### src/rtl/irx_pkg.sv
package irx_pkg;
  typedef enum logic [1:0] {
    SRC_NONE   = 2'd0,
    SRC_HOLD   = 2'd1,
    SRC_POISON = 2'd2,
    SRC_FIFO   = 2'd3
  } rd_src_e;
endpackage

### src/rtl/irx_fifo.sv
module irx_fifo #(
  parameter int DATA_W = 8,
  parameter int DEPTH  = 8,
  localparam int PW = (DEPTH > 1) ? $clog2(DEPTH) : 1,
  localparam int LW = $clog2(DEPTH + 1)
) (
  input  logic              clk,
  input  logic              rst,
  input  logic              flush,
  input  logic              push,
  input  logic [DATA_W-1:0] push_data,
  input  logic              pop,
  output logic [DATA_W-1:0] head,
  output logic [LW-1:0]     level,
  output logic              full,
  output logic              empty
);
  logic [DATA_W-1:0] mem [DEPTH];
  logic [PW-1:0] wptr, rptr;
  logic do_push, do_pop;

  assign full    = (level == LW'(DEPTH));
  assign empty   = (level == '0);
  assign do_push = push && !full && !flush;
  assign do_pop  = pop && !empty && !flush;
  assign head    = mem[rptr];

  // storage without reset so it can map onto RAM
  always_ff @(posedge clk) begin
    if (do_push) mem[wptr] <= push_data;
  end

  always_ff @(posedge clk) begin
    if (rst || flush) begin
      wptr  <= '0;
      rptr  <= '0;
      level <= '0;
    end else begin
      if (do_push) wptr <= (wptr == PW'(DEPTH - 1)) ? '0 : wptr + 1'b1;
      if (do_pop)  rptr <= (rptr == PW'(DEPTH - 1)) ? '0 : rptr + 1'b1;
      case ({do_push, do_pop})
        2'b10:   level <= level + 1'b1;
        2'b01:   level <= level - 1'b1;
        default: level <= level;
      endcase
    end
  end
endmodule

### src/rtl/irx_hold.sv
module irx_hold #(
  parameter int DATA_W = 8
) (
  input  logic              clk,
  input  logic              rst,
  input  logic              flush,
  input  logic              cap,
  input  logic [DATA_W-1:0] cap_data,
  input  logic              mode_en,
  input  logic              flag_clr,
  input  logic              rd_take,
  input  logic              poison_take,
  output logic [DATA_W-1:0] hold_data,
  output logic              flag,
  output logic              unread,
  output logic              poison
);
  logic abandon;
  assign abandon = !mode_en && unread && !rd_take && !cap;

  always_ff @(posedge clk) begin
    if (rst) begin
      hold_data <= '0;
      flag      <= 1'b0;
      unread    <= 1'b0;
      poison    <= 1'b0;
    end else begin
      if (cap) hold_data <= cap_data;

      if (cap)           flag <= 1'b1;
      else if (flag_clr) flag <= 1'b0;

      if (flush)                    unread <= 1'b0;
      else if (cap)                 unread <= 1'b1;
      else if (rd_take || abandon)  unread <= 1'b0;

      if (flush)            poison <= 1'b0;
      else if (abandon)     poison <= 1'b1;
      else if (poison_take) poison <= 1'b0;
    end
  end
endmodule

### src/rtl/irx_remain.sv
module irx_remain #(
  parameter int CNT_W = 8
) (
  input  logic             clk,
  input  logic             rst,
  input  logic             load,
  input  logic [CNT_W-1:0] load_val,
  input  logic             dec,
  output logic [CNT_W-1:0] remain,
  output logic             done
);
  logic armed;

  always_ff @(posedge clk) begin
    if (rst) begin
      remain <= '0;
      armed  <= 1'b0;
      done   <= 1'b0;
    end else begin
      done <= 1'b0;
      if (load) begin
        remain <= load_val;
        armed  <= (load_val != '0);
      end else if (dec && armed) begin
        remain <= remain - 1'b1;
        if (remain == CNT_W'(1)) begin
          armed <= 1'b0;
          done  <= 1'b1;
        end
      end
    end
  end
endmodule

### src/rtl/irx_byte_path.sv
module irx_byte_path #(
  parameter int DATA_W = 8,
  parameter int DEPTH  = 8,
  parameter int CNT_W  = 8,
  localparam int LW = $clog2(DEPTH + 1)
) (
  input  logic              clk,
  input  logic              rst,
  input  logic              rx_valid,
  input  logic [DATA_W-1:0] rx_byte,
  input  logic              rx_is_addr,
  input  logic              rx_is_gcall,
  input  logic              rx_is_startb,
  input  logic              irx_en,
  input  logic              flag_clr,
  input  logic              rd_en,
  output logic [DATA_W-1:0] rd_data,
  output logic              irx_flag,
  output logic              stretch_req,
  input  logic              flush,
  input  logic [LW-1:0]     rxth,
  output logic [LW-1:0]     fifo_level,
  output logic              dma_req,
  output logic              ovf_flag,
  input  logic              ovf_clr,
  input  logic              cnt_load,
  input  logic [CNT_W-1:0]  cnt_val,
  output logic [CNT_W-1:0]  remain,
  output logic              cnt_done
);
  import irx_pkg::*;

  logic              is_data, to_hold, to_fifo;
  logic              f_full, f_empty, f_pop;
  logic [DATA_W-1:0] f_head, h_data;
  logic              h_flag, h_unread, h_poison;
  logic              rd_take, poison_take;
  rd_src_e           src;

  assign is_data = !rx_is_addr && !rx_is_gcall && !rx_is_startb;
  assign to_hold = rx_valid && is_data && irx_en;
  assign to_fifo = rx_valid && !to_hold;

  assign rd_take     = rd_en && h_flag && h_unread;
  assign poison_take = rd_en && !rd_take && h_poison;
  assign f_pop       = rd_en && !rd_take && !h_poison;

  always_comb begin
    if (rd_take)        src = SRC_HOLD;
    else if (h_poison)  src = SRC_POISON;
    else if (!f_empty)  src = SRC_FIFO;
    else                src = SRC_NONE;
  end

  irx_fifo #(.DATA_W(DATA_W), .DEPTH(DEPTH)) u_fifo (
    .clk(clk), .rst(rst), .flush(flush),
    .push(to_fifo), .push_data(rx_byte), .pop(f_pop),
    .head(f_head), .level(fifo_level), .full(f_full), .empty(f_empty)
  );

  irx_hold #(.DATA_W(DATA_W)) u_hold (
    .clk(clk), .rst(rst), .flush(flush),
    .cap(to_hold), .cap_data(rx_byte), .mode_en(irx_en),
    .flag_clr(flag_clr), .rd_take(rd_take), .poison_take(poison_take),
    .hold_data(h_data), .flag(h_flag), .unread(h_unread), .poison(h_poison)
  );

  irx_remain #(.CNT_W(CNT_W)) u_remain (
    .clk(clk), .rst(rst), .load(cnt_load), .load_val(cnt_val),
    .dec(rx_valid && is_data), .remain(remain), .done(cnt_done)
  );

  always_ff @(posedge clk) begin
    if (rst) begin
      rd_data  <= '0;
      ovf_flag <= 1'b0;
    end else begin
      if (rd_en) begin
        case (src)
          SRC_HOLD:   rd_data <= h_data;
          SRC_POISON: rd_data <= '1;
          SRC_FIFO:   rd_data <= f_head;
          default:    rd_data <= '0;
        endcase
      end
      if (to_fifo && f_full && !flush) ovf_flag <= 1'b1;
      else if (ovf_clr)                ovf_flag <= 1'b0;
    end
  end

  assign irx_flag    = h_flag;
  assign stretch_req = h_flag;
  assign dma_req     = (fifo_level >= rxth);
endmodule

### config.mk
export PLATFORM = sky130hd
export DESIGN_NAME = irx_byte_path
export DESIGN_NICKNAME = d
export VERILOG_FILES = /design/src/rtl/irx_pkg.sv /design/src/rtl/irx_fifo.sv /design/src/rtl/irx_hold.sv /design/src/rtl/irx_remain.sv /design/src/rtl/irx_byte_path.sv
export SDC_FILE = /design/constraint.sdc
export NUM_CORES = 1
export LEC_CHECK = 0
export CAP_MARGIN = 20
export CORE_ASPECT_RATIO = 1.1
export CORE_MARGIN = 8
export CORE_UTILIZATION = 50
export CTS_CLUSTER_SIZE = 24
export DETAILED_ROUTE_END_ITERATION = 10
export PLACE_DENSITY = 0.82
export RECOVER_POWER = 100
export SETUP_SLACK_MARGIN = 0.2
export SLEW_MARGIN = 15
export SYNTH_ARGS = -nofsm -noshare
export SYNTH_HDL_FRONTEND = slang
export SYNTH_SLANG_ARGS = --single-unit
### constraint.sdc
create_clock -name clk -period 2.36 [get_ports clk]
set_input_delay 0.236 -clock clk [delete_from_list [all_inputs] [get_ports clk]]
set_output_delay 0.236 -clock clk [all_outputs]
set_load 0.01 [all_outputs]
==> results_dict.tcl <==
set metrics [dict create \
    hpwl_mm 7.53 \
    die-area_um2 12900 \
    drtIter0Drc 240 \
    clock_sinks 107 \
    met3_usage_pct 3.32 \
    p_comb_share_pct 8.1 \
    wire_per_inst_um 19.3 \
    synth_top_area_cell "edfxtp_1" \
    crit_top_cell "xor2_1" \
    min_period_ps 2220 \
    seq_area_frac_synth_pct 58.4 \
    synth_top_area_share_pct 40.3 \
    cpPeakStageDelay_ps 370 \
    via_per_inst 5.86 \
    ys_seq_elements 107 \
    grt_max_degree 30 \
    yosys.cell_types.count 45 \
    crit_type "flip-flop to flip-flop" \
    multi_input_area_um2 1900 \
    ys_top_cells_by_area "edfxtp_1, dfxtp_1, mux4_1, ha_1, a21oi_1" \
    critPathMaxFanout 4 \
    gr-total-overflow 0 \
    numCtsBuffers 9 \
    grt_pass1_wl_mm 17.6 \
    grt_pass1_vias 3385 \
    min_path_type "flip-flop to flip-flop" \
    post-route-period-util_pct 93.9 \
    antenna_left 0 \
    syn-cell-area_um2 4760 \
    area_delta_synth_final_pct 23.6 \
    nFillCells 671 \
    regArea_um2 2800 \
    use_met1_pct 21.5 \
    clock_skew_ps 19.1 \
    htree_num_levels 3 \
    maxCapViolCount 0 \
    async_reset_ff_share_pct 0 \
    setup_viol 0 \
    start_util_pct 51.2 \
    rsz0062_at_grt "yes" \
    synth-warning-count 0 \
    clockBufferDepth 2 \
    endpoint_kind "flip-flop" \
    first_pass_iters 6 \
    worst-endpoint-arrival_ps 2510 \
    slew_violations 0 \
    clk_pin_slew_ps 110 \
    hold_ws_ps 468 \
    cts_tree "built" \
    root_buffer "clkbuf_8" \
    grtUsageMet2_pct 29.4 \
    p_total_uw 3540 \
    ys.flop_type "edfxtp_1" \
    gp_congestion 0.793 \
    die_x_um 109 \
    avgSynthCellArea_um2 12.9 \
    p_seq_share_pct 57.1 \
    antenna_found_initial 1 \
    die_h_um 118 \
    p_leak_uw 0.00201 \
    hold_viol 0 \
    power_density_nw_per_um2 601 \
    drive_gt1_share_pct 16.0 \
    ir_drop_uv 351 \
    drt-total-wl_mm 10.9 \
    required_ps 2660 \
    synth-edff-count 64 \
    p_sw_share_pct 22.4 \
    synthCells 370 \
    p_int_uw 2750 \
    grt_use_total_pct 17.5 \
    crit_slowest_cell "dfxtp_4" \
    drc 0 \
    final_nets 489 \
    num_rows 37 \
    maxSlewHeadroom_pct 56.2 \
    dr_total_vias 3321 \
    ioPinCount 57 \
    clkPwrFrac_pct 34.8 \
    p_sw_uw 793 \
    busiest_layer "met2" \
    io_buffer_count 56 \
    worstMarginPinSlew_ps 654 \
    start_kind "flip-flop" \
    crit_chain "buf_8, nor4b_4, a211oi_2, nand2b_1, ha_4, xor2_1, ha_2, a21oi_2, xor2_1, or3_1, a21oi_1" \
    syn_nets 415 \
    core_area_um2 9310 \
    fmax_mhz 451 \
    insertion_delay_ps 360 \
    status "finished clean" \
]
## registers in the layout, summed over array words and instances, names as in the netlist, 3 cells and up, named ones only
name	cells
u_remain.remain	8
u_fifo.mem	64
u_hold.hold_data	8
u_fifo.level	4
u_fifo.rptr	3
rd_data	8
u_fifo.wptr	3
## layer usage
metal	vias up	part of all wire, %	wire length (µm)
li1	1558	-	-
met1	1655	42	4610
met2	98	51	5630
met3	10	4.8	524
met4	0	1.7	181
met5	-	0	0
## Yosys cell counts, types with 5 or more instances
cell type,count
a211oi_1,5
a21oi_1,23
a41oi_1,8
buf_2,7
clkbuf_1,11
dfxtp_1,43
edfxtp_1,64
ha_1,13
inv_1,11
mux2_2,8
mux4_1,15
nand2_1,29
nand2b_1,13
nand3_1,15
nand4_1,13
nor2_1,15
nor3_1,7
nor4_1,6
o21ai_0,11
xor2_1,6
## cell families (layout without fill, tap and decap cells)
group	Yosys count	after routing	synth area share (%)
multiplexers	28	28	11.5
flip-flops	107	107	58.4
AND/OR/NAND/NOR	119	119	13.4
AO/OA/AOI/OAI	59	59	7.88
adder cells (fa/ha/maj)	13	13	3.41
buffers and inverters	34	113	3.60
XOR/XNOR	10	10	1.84
other	0	1	0
## critical path: cells and delay by family, from the launching register on
kind / cells / cell delay [ps]
buffers and inverters: 1 / 130
xor gates and xnor gates: 2 / 300
and+or+nand+nor: 3 / 780
DFF: 1 / 370
AOI/OAI and AO/OA: 3 / 240
adders and majority gates: 2 / 360
## cell usage in the layout (no fill, tap or decap), types with 3 or more instances in the layout
master,Yosys,routed
ha_1,13,10
mux4_1,15,15
nand2_1,29,29
nand2b_1,13,13
a21o_1,3,3
nand4_1,13,13
xnor2_1,4,4
o21ai_0,11,11
or3_1,3,3
clkbuf_8,0,9
nor2_1,15,14
nand3_1,15,15
clkdlybuf4s50_1,0,45
dfxtp_4,0,3
edfxtp_1,64,64
nor4_1,6,4
dfxtp_1,43,39
dlygate4sd3_1,0,10
a21oi_1,23,22
mux2_2,8,8
a211oi_1,5,5
buf_4,1,28
o21a_1,3,3
nor3_1,7,7
xor2_1,6,6
mux2i_1,4,4
nand3b_1,4,4
a41oi_1,8,8
inv_1,11,11
nor3b_1,3,3
## path summary, 6_finish.rpt
| kind | start | end | slack [ps] | cells after the start |
|---|---|---|---|---|
| setup / recovery | u_fifo.level[0]$_SDFFE_PP0P_ | u_fifo.level[2]$_SDFFE_PP0P_ | 140 | 11 |
| hold / removal | u_hold.hold_data[2]$_SDFFE_PP0P_ | u_hold.hold_data[2]$_SDFFE_PP0P_ | 470 | 2 |
| setup reg to reg | u_fifo.level[0]$_SDFFE_PP0P_ | u_fifo.level[2]$_SDFFE_PP0P_ | 140 | 11 |
| hold reg to reg | u_hold.hold_data[2]$_SDFFE_PP0P_ | u_hold.hold_data[2]$_SDFFE_PP0P_ | 470 | 2 |
## cell type report
type,instances,area share (%)
Sequential cell,107,47.5
Multi-Input combinational cell,229,32.2
Timing Repair Buffer,86,13.3
Inverter,11,0.701
Clock inverter,7,1.68
Tap cell,117,2.49
Clock buffer,9,2.10
Antenna cell,1,0.0425
## power groups by stage
stage	clock [µW]	sequential (µW)	combinational, µW
2_1_floorplan	0	2060	137
3_3_place_gp	0	2070	272
3_5_place_dp	0	2070	281
4_1_cts	1250	2020	289
5_1_grt	1330	2030	313
6_report	1230	2020	287
## metrics by stage
| stage | util, % | worst slack, ps | setup TNS [ps] | cells | cell area [µm²] |
|---|---|---|---|---|---|
| final | 63.3 | 145 | 0 | 567 | 5890 |
| after global routing | 63.3 | 18.4 | 0 | 567 | 5890 |
| after CTS | 63.1 | 173 | 0 | 564 | 5870 |
| after detailed placement | 60.2 | -168 | -283 | 544 | 5600 |
| after global placement | 60.2 | -83.6 | -83.6 | 544 | 5600 |
| after floorplan | - | 143 | 0 | 370 | 4860 |
## what timing repair did
action	4_1_cts	5_1_grt
gates resized for setup	8	3
setup endpoints to repair	3	11
pin swaps	7	4
hold buffers	0	0
buffers inserted	4	2
(Power assumes the default switching activity.)
